--- src/rtl/burst_pkg.sv ---
`timescale 1ns/1ps
package burst_pkg;

  typedef enum logic [1:0] {
    ST_IDLE = 2'd0,
    ST_ROW  = 2'd1,
    ST_DATA = 2'd2
  } burstState_e;

  // Strobes passed from control to datapath each cycle
  typedef struct packed {
    logic load;      // capture request fields
    logic rowPhase;  // row/bank phase active
    logic dataPhase; // column/data phase active
    logic beat;      // a data word is accepted this cycle
    logic last;      // the accepted word is the final one
    logic isWrite;   // direction of the burst in progress
  } burstStrobe_t;

endpackage

--- src/rtl/burst_ctl.sv ---
`timescale 1ns/1ps
module burst_ctl
  import burst_pkg::*;
#(
  parameter int CNT_W = 8
) (
  input  logic             clk,
  input  logic             rstN,
  input  logic             initDone,
  input  logic             reqValid,
  input  logic             reqWrite,
  input  logic [CNT_W-1:0] reqCount,
  input  logic             memReady,
  output burstStrobe_t     strobe,
  output logic             reqAck,
  output logic             memValid
);

  localparam logic [CNT_W:0] FULL_BURST = {1'b1, {CNT_W{1'b0}}};
  localparam logic [CNT_W:0] ONE_LEFT   = (CNT_W+1)'(1);

  burstState_e    stateQ;
  logic [CNT_W:0] remainQ;
  logic           writeQ;
  logic           ackQ;

  always_comb begin
    strobe.load      = (stateQ == ST_IDLE) && reqValid && initDone;
    strobe.rowPhase  = (stateQ == ST_ROW);
    strobe.dataPhase = (stateQ == ST_DATA);
    strobe.beat      = strobe.dataPhase && memReady;
    strobe.last      = strobe.beat && (remainQ == ONE_LEFT);
    strobe.isWrite   = writeQ;
  end

  always_ff @(posedge clk or negedge rstN) begin
    if (!rstN) begin
      stateQ  <= ST_IDLE;
      remainQ <= '0;
      writeQ  <= 1'b0;
      ackQ    <= 1'b0;
    end else begin
      ackQ <= strobe.load;
      unique case (stateQ)
        ST_IDLE: if (strobe.load) begin
          writeQ  <= reqWrite;
          remainQ <= (reqCount == '0) ? FULL_BURST : {1'b0, reqCount};
          stateQ  <= ST_ROW;
        end
        ST_ROW: if (memReady) stateQ <= ST_DATA;
        ST_DATA: if (strobe.beat) begin
          remainQ <= remainQ - ONE_LEFT;
          if (strobe.last) stateQ <= ST_IDLE;
        end
        default: stateQ <= ST_IDLE;
      endcase
    end
  end

  assign reqAck   = ackQ;
  assign memValid = (stateQ != ST_IDLE);

endmodule

--- src/rtl/burst_dp.sv ---
`timescale 1ns/1ps
module burst_dp
  import burst_pkg::*;
#(
  parameter int ADDR_W = 22,
  parameter int BANK_W = 2,
  parameter int COL_W  = 8,
  parameter int MA_W   = 12,
  parameter int DATA_W = 36,
  parameter int BYTES  = 4
) (
  input  logic              clk,
  input  logic              rstN,
  input  burstStrobe_t      strobe,
  input  logic [ADDR_W-1:0] reqAddr,
  input  logic [DATA_W-1:0] wrData,
  input  logic [BYTES-1:0]  byteEn,
  input  logic [DATA_W-1:0] memRdData,
  output logic              memActivate,
  output logic              memWrite,
  output logic [BANK_W-1:0] memBank,
  output logic [MA_W-1:0]   memAddr,
  output logic [DATA_W-1:0] memWrData,
  output logic [BYTES-1:0]  memMask,
  output logic              wrNext,
  output logic              wrLast,
  output logic [DATA_W-1:0] rdData,
  output logic              rdValid,
  output logic              rdLast
);

  localparam int ROW_W = ADDR_W - BANK_W - COL_W;
  localparam int ROW_LO = COL_W;
  localparam int BANK_LO = COL_W + ROW_W;

  logic [BANK_W-1:0] bankQ;
  logic [ROW_W-1:0]  rowQ;
  logic [COL_W-1:0]  colQ;
  logic              readBeat;

  assign readBeat = strobe.beat && !strobe.isWrite;

  always_ff @(posedge clk or negedge rstN) begin
    if (!rstN) begin
      bankQ   <= '0;
      rowQ    <= '0;
      colQ    <= '0;
      rdData  <= '0;
      rdValid <= 1'b0;
      rdLast  <= 1'b0;
    end else begin
      if (strobe.load) begin
        bankQ <= reqAddr[BANK_LO +: BANK_W];
        rowQ  <= reqAddr[ROW_LO +: ROW_W];
        colQ  <= reqAddr[0 +: COL_W];
      end else if (strobe.beat) begin
        colQ <= colQ + COL_W'(1);
      end
      rdValid <= readBeat;
      rdLast  <= readBeat && strobe.last;
      if (readBeat) rdData <= memRdData;
    end
  end

  always_comb begin
    memActivate = strobe.rowPhase;
    memWrite    = strobe.dataPhase && strobe.isWrite;
    memBank     = bankQ;
    memAddr     = strobe.rowPhase ? MA_W'(rowQ) : MA_W'(colQ);
    memWrData   = wrData;
    memMask     = ~byteEn;
    wrNext      = strobe.beat && strobe.isWrite;
    wrLast      = strobe.last && strobe.isWrite;
  end

endmodule

--- src/rtl/burst_req_engine.sv ---
`timescale 1ns/1ps
module burst_req_engine
  import burst_pkg::*;
#(
  parameter int ADDR_W = 22,
  parameter int BANK_W = 2,
  parameter int COL_W  = 8,
  parameter int MA_W   = 12,
  parameter int CNT_W  = 8,
  parameter int DATA_W = 36,
  parameter int BYTES  = 4
) (
  input  logic              clk,
  input  logic              rstN,
  input  logic              initDone,
  input  logic              reqValid,
  input  logic              reqWrite,
  input  logic [ADDR_W-1:0] reqAddr,
  input  logic [CNT_W-1:0]  reqCount,
  input  logic [DATA_W-1:0] wrData,
  input  logic [BYTES-1:0]  byteEn,
  output logic              reqAck,
  output logic              wrNext,
  output logic              wrLast,
  output logic [DATA_W-1:0] rdData,
  output logic              rdValid,
  output logic              rdLast,
  output logic              memValid,
  output logic              memActivate,
  output logic              memWrite,
  output logic [BANK_W-1:0] memBank,
  output logic [MA_W-1:0]   memAddr,
  output logic [DATA_W-1:0] memWrData,
  output logic [BYTES-1:0]  memMask,
  input  logic              memReady,
  input  logic [DATA_W-1:0] memRdData
);

  burstStrobe_t strobe;

  burst_ctl #(.CNT_W(CNT_W)) u_ctl (
    .clk      (clk),
    .rstN     (rstN),
    .initDone (initDone),
    .reqValid (reqValid),
    .reqWrite (reqWrite),
    .reqCount (reqCount),
    .memReady (memReady),
    .strobe   (strobe),
    .reqAck   (reqAck),
    .memValid (memValid)
  );

  burst_dp #(
    .ADDR_W(ADDR_W), .BANK_W(BANK_W), .COL_W(COL_W),
    .MA_W(MA_W), .DATA_W(DATA_W), .BYTES(BYTES)
  ) u_dp (
    .clk         (clk),
    .rstN        (rstN),
    .strobe      (strobe),
    .reqAddr     (reqAddr),
    .wrData      (wrData),
    .byteEn      (byteEn),
    .memRdData   (memRdData),
    .memActivate (memActivate),
    .memWrite    (memWrite),
    .memBank     (memBank),
    .memAddr     (memAddr),
    .memWrData   (memWrData),
    .memMask     (memMask),
    .wrNext      (wrNext),
    .wrLast      (wrLast),
    .rdData      (rdData),
    .rdValid     (rdValid),
    .rdLast      (rdLast)
  );

endmodule

--- config.mk ---
export PLATFORM = sky130hd
export DESIGN_NAME = burst_req_engine
export DESIGN_NICKNAME = d
export VERILOG_FILES = /design/src/rtl/burst_pkg.sv /design/src/rtl/burst_ctl.sv /design/src/rtl/burst_dp.sv /design/src/rtl/burst_req_engine.sv
export SDC_FILE = /design/constraint.sdc
export NUM_CORES = 1
export LEC_CHECK = 0
export BUFFER_PORTS_ARGS = -buffer_cell sky130_fd_sc_hd__buf_2
export CORE_ASPECT_RATIO = 1.25
export CORE_MARGIN = 2
export CORE_UTILIZATION = 48
export DETAILED_ROUTE_END_ITERATION = 10
export MAX_ROUTING_LAYER = met4
export PLACE_DENSITY = 0.83
export SLEW_MARGIN = 5
export SYNTH_ARGS = -nofsm -noshare
export SYNTH_HDL_FRONTEND = slang
export SYNTH_HIERARCHICAL = 1
export SYNTH_SLANG_ARGS = --single-unit
export TNS_END_PERCENT = 30
--- constraint.sdc ---
create_clock -name clk -period 3.9 [get_ports clk]
set_input_delay 0.195 -clock clk [delete_from_list [all_inputs] [get_ports clk]]
set_output_delay 0.195 -clock clk [all_outputs]
set_load 0.03 [all_outputs]
==> results.py <==
metrics = {
    "status": {
        "status": "finished, final reports clean",
    },
    "critical_path": {
        "arrival_ns": 2.90,
        "crit-reg2reg-launch": "u_ctl/stateQ[0]$_DFFE_PN0P_",
        "crit_slowest_cell": "nor2b_4",
        "cp_cell_sequence": "nand2b_1, nor2_1, buf_4, nor2b_4, mux2_2",
        "crit_start": "u_ctl/stateQ[0]$_DFFE_PN0P_",
        "endpoint_kind": "flop",
        "critical_path.max_fanout": 38,
        "crit_type": "reg2reg",
        "cpPeakStageDelay_ns": 0.87,
        "worstPathRequired_ns": 4.12,
        "critPathLaunchType": "flop",
    },
    "floorplanning": {
        "start_util": 0.495,
        "dieArea_sq_mm": 0.00835,
        "rows": 35,
        "ios": 210,
        "die_y_microns": 102,
        "die_w_microns": 82.1,
        "core-area_sq_mm": 0.00740,
    },
    "global_route": {
        "grt_pass1_vias": 2609,
        "grt_pass1_wl_mm": 12.0,
        "grt_max_degree": 74,
        "grt_overflow": 0,
        "grt_usage": 0.199,
        "antenna_found_initial": 0,
    },
    "placement": {
        "io_buffers": 137,
        "preCtsSetupSlack_ns": 1.19,
        "gp_congestion": 0.799,
        "dp_hpwl_mm": 5.95,
    },
    "clock_network": {
        "worstSkewPairLatency_ns": 0.34,
        "post_cts_resized": 0,
        "cts.sinks": 73,
        "htree_levels": 3,
        "root_buffer": "clkbuf_8",
        "cts_tree": "yes",
        "cts_buffer_depth": 2,
        "cts_made_buffers": 9,
        "path_clk_slew_ns": 0.08,
        "post_cts_buffers": 0,
    },
    "sta": {
        "layout_setup_ws_ns": 1.22,
        "skew_ns": 0.0114,
        "timing.final.max_slew_violations": 0,
        "tightestPinTransition_ns": 1.07,
        "final_hold_viol_count": 0,
        "finalCritPeriodShare": 0.688,
        "rsz0062_at_grt": "no",
        "slew_headroom": 0.288,
        "fmax_mhz": 373,
        "fin_setup_tns_ns": 0,
        "setup_violations": 0,
        "period_needed_ns": 2.68,
    },
    "cells_and_area": {
        "nets": 521,
        "seq_area_sq_mm": 0.00183,
        "diodes": 0,
        "multi_input_area_sq_mm": 0.00142,
        "fill_cells": 634,
        "syn2layout_area_growth_pct": 17.6,
        "drive_above_1_share": 0.557,
    },
    "pwr": {
        "ir_drop_v": 0.000464,
        "p_per_area_mw_per_mm2": 867,
        "power.leakage_nw": 2.08,
    },
    "routing": {
        "vias": 2619,
        "drtPass1Iterations": 4,
        "routed_wirelength_mm": 7.89,
        "drt-initial-drc-count": 102,
        "ant_nets": 0,
        "drc": 0,
        "via_per_inst": 5.21,
        "wl_per_cell_microns": 15.7,
    },
    "synth": {
        "ys_ff_latch": 73,
        "syn_inst": 305,
        "synth-warning-count": 6,
        "synth.distinct_cells": 50,
        "syn-num-nets": 420,
        "post_synth.cell_area_avg_sq_um": 12.0,
        "syn_area_sq_mm": 0.00366,
        "ys_seq_area_frac": 0.499,
    },
    "hold_path": {
        "min_from": "reqAddr[5]",
        "hold_class": "in2reg",
    },
    "flow_run": {
        "cap_violations": 0,
    },
}
registers in the layout (all words and copies together), names as in the netlist:
register and count:
u_ctl/remainQ 9, u_ctl/reqAck 1, u_ctl/stateQ 2, u_ctl/writeQ 1
u_dp/colQ 8, u_dp/memBank 2, u_dp/rdData 36, u_dp/rdLast 1
u_dp/rdValid 1, u_dp/rowQ 12
cell families (layout without fill, tap and decap cells):
kind of cell    Yosys count  after routing  share of synthesized area
flops                    73             73                      0.499
buf+inv                  60            166                      0.114
xor+xnor                  4              4                    0.00957
mux                      61             61                      0.193
compound gates           41             41                     0.0721
simple gates             63             63                      0.102
fa+ha+maj                 3              3                     0.0103
synthesized netlist by cell type, drive strengths merged:
| cell | n | share of area |
|---|---|---|
| mux2 | 59 | 0.19 |
| nor2 | 7 | 0.0092 |
| nand2b | 1 | 0.0017 |
| and3 | 1 | 0.0017 |
| mux2i | 2 | 0.0055 |
| nand3b | 1 | 0.0021 |
| or2 | 1 | 0.0017 |
| clkbuf | 1 | 0.0038 |
| o32ai | 1 | 0.0044 |
| a21o | 3 | 0.0061 |
| xnor2 | 1 | 0.0024 |
| o21ai | 18 | 0.025 |
| or4b | 2 | 0.0065 |
| a31oi | 1 | 0.0017 |
| nand2 | 16 | 0.016 |
| xor2 | 3 | 0.0072 |
| buf | 49 | 0.10 |
| a31o | 1 | 0.0024 |
| o211ai | 1 | 0.0021 |
| o22ai | 1 | 0.0017 |
| nor4 | 2 | 0.0034 |
| or4 | 4 | 0.0092 |
| nor2b | 5 | 0.011 |
| a22oi | 2 | 0.0055 |
| dfrtp | 73 | 0.50 |
| nand3 | 5 | 0.0068 |
| and2 | 9 | 0.016 |
| a21oi | 11 | 0.017 |
| o2bb2ai | 2 | 0.0065 |
| or3 | 2 | 0.0034 |
| nor3 | 4 | 0.0068 |
| inv | 10 | 0.010 |
| nand4 | 3 | 0.0068 |
| ha | 3 | 0.010 |
layout by cell type, fill, tap and decap left out, types with 2 or more instances in the layout:
cell type	count
buf_2	136
nor2b_1	4
nand2_1	16
inv_1	9
a21o_1	3
o21ai_1	4
and2_1	8
xor2_1	3
clkbuf_8	9
dfrtp_1	73
mux2_4	6
ha_1	3
nand3_1	5
a21oi_2	2
mux2_2	53
nor4_1	2
a21oi_1	9
clkinvlp_4	2
or4_1	3
nor2_1	5
or3_1	2
o21ai_0	14
nand4_1	2
nor3_1	3
buf_4	3
mux2i_1	2
what timing repair did:
item	in CTS	in global routing
endpoints found under the hold margin	7	0
setup endpoints to repair	0	0
hold buffers	1	0
area by class of cell:
| class | count | area share |
|---|---|---|
| multi-input cells | 172 | 0.330 |
| well taps | 92 | 0.0267 |
| inverters | 10 | 0.00871 |
| repair buffers | 140 | 0.166 |
| clock inverters | 6 | 0.0157 |
| clock buffers | 10 | 0.0296 |
| flip-flops and latches | 73 | 0.424 |
worst max-delay path, delay by kind of cell (launching register included):
| kind | cells | cell delay [ns] |
|---|---|---|
| DFF | 1 | 0.42 |
| muxes | 1 | 0.43 |
| buffers and inverters | 1 | 0.18 |
| and+or+nand+nor | 3 | 1.50 |
stage by stage:
step                instance area (sq um)  utilization  std cells  hold slack, ns  power (mW)
floorplan                            3660            -        305          -0.101        2.76
global placement                     4100        0.554        486           0.387        3.11
detailed placement                   4100        0.554        486           0.389        3.18
CTS                                  4310        0.582        503          0.0429        3.78
global route                         4310        0.582        503          0.0537        3.98
finish                               4310        0.582        503          0.0561        3.74
routing by layer:
layer / GRT usage / part of all wire / wire [microns]
met2: 0.348 / 0.54 / 4280
met1: 0.203 / 0.36 / 2820
met5: - / 0 / 0
met3: 0.0463 / 0.073 / 577
met4: 0.104 / 0.027 / 214
path summary, 6_finish.rpt:
kind                            slack, ns                           to  depth (start not counted)
worst max-delay path                 1.22  u_dp/rdData[32]$_DFFE_PN0P_                          5
worst min-delay path                 0.06     u_dp/colQ[5]$_DFFE_PN0P_                          3
worst max register to register       1.22  u_dp/rdData[32]$_DFFE_PN0P_                          5
worst min register to register       0.50   u_dp/rdData[5]$_DFFE_PN0P_                          1
max in group asynchronous            2.77   u_dp/rdData[8]$_DFFE_PN0P_                          2
min in group asynchronous            0.55  u_dp/rdData[27]$_DFFE_PN0P_                          2
report_power, final:
group	internal [mW]	switching (mW)
registers	1.13	0.257
clock network	0.298	0.285
logic	0.699	1.07
total	2.12	1.61
Power figures use the tool's default switching activity.
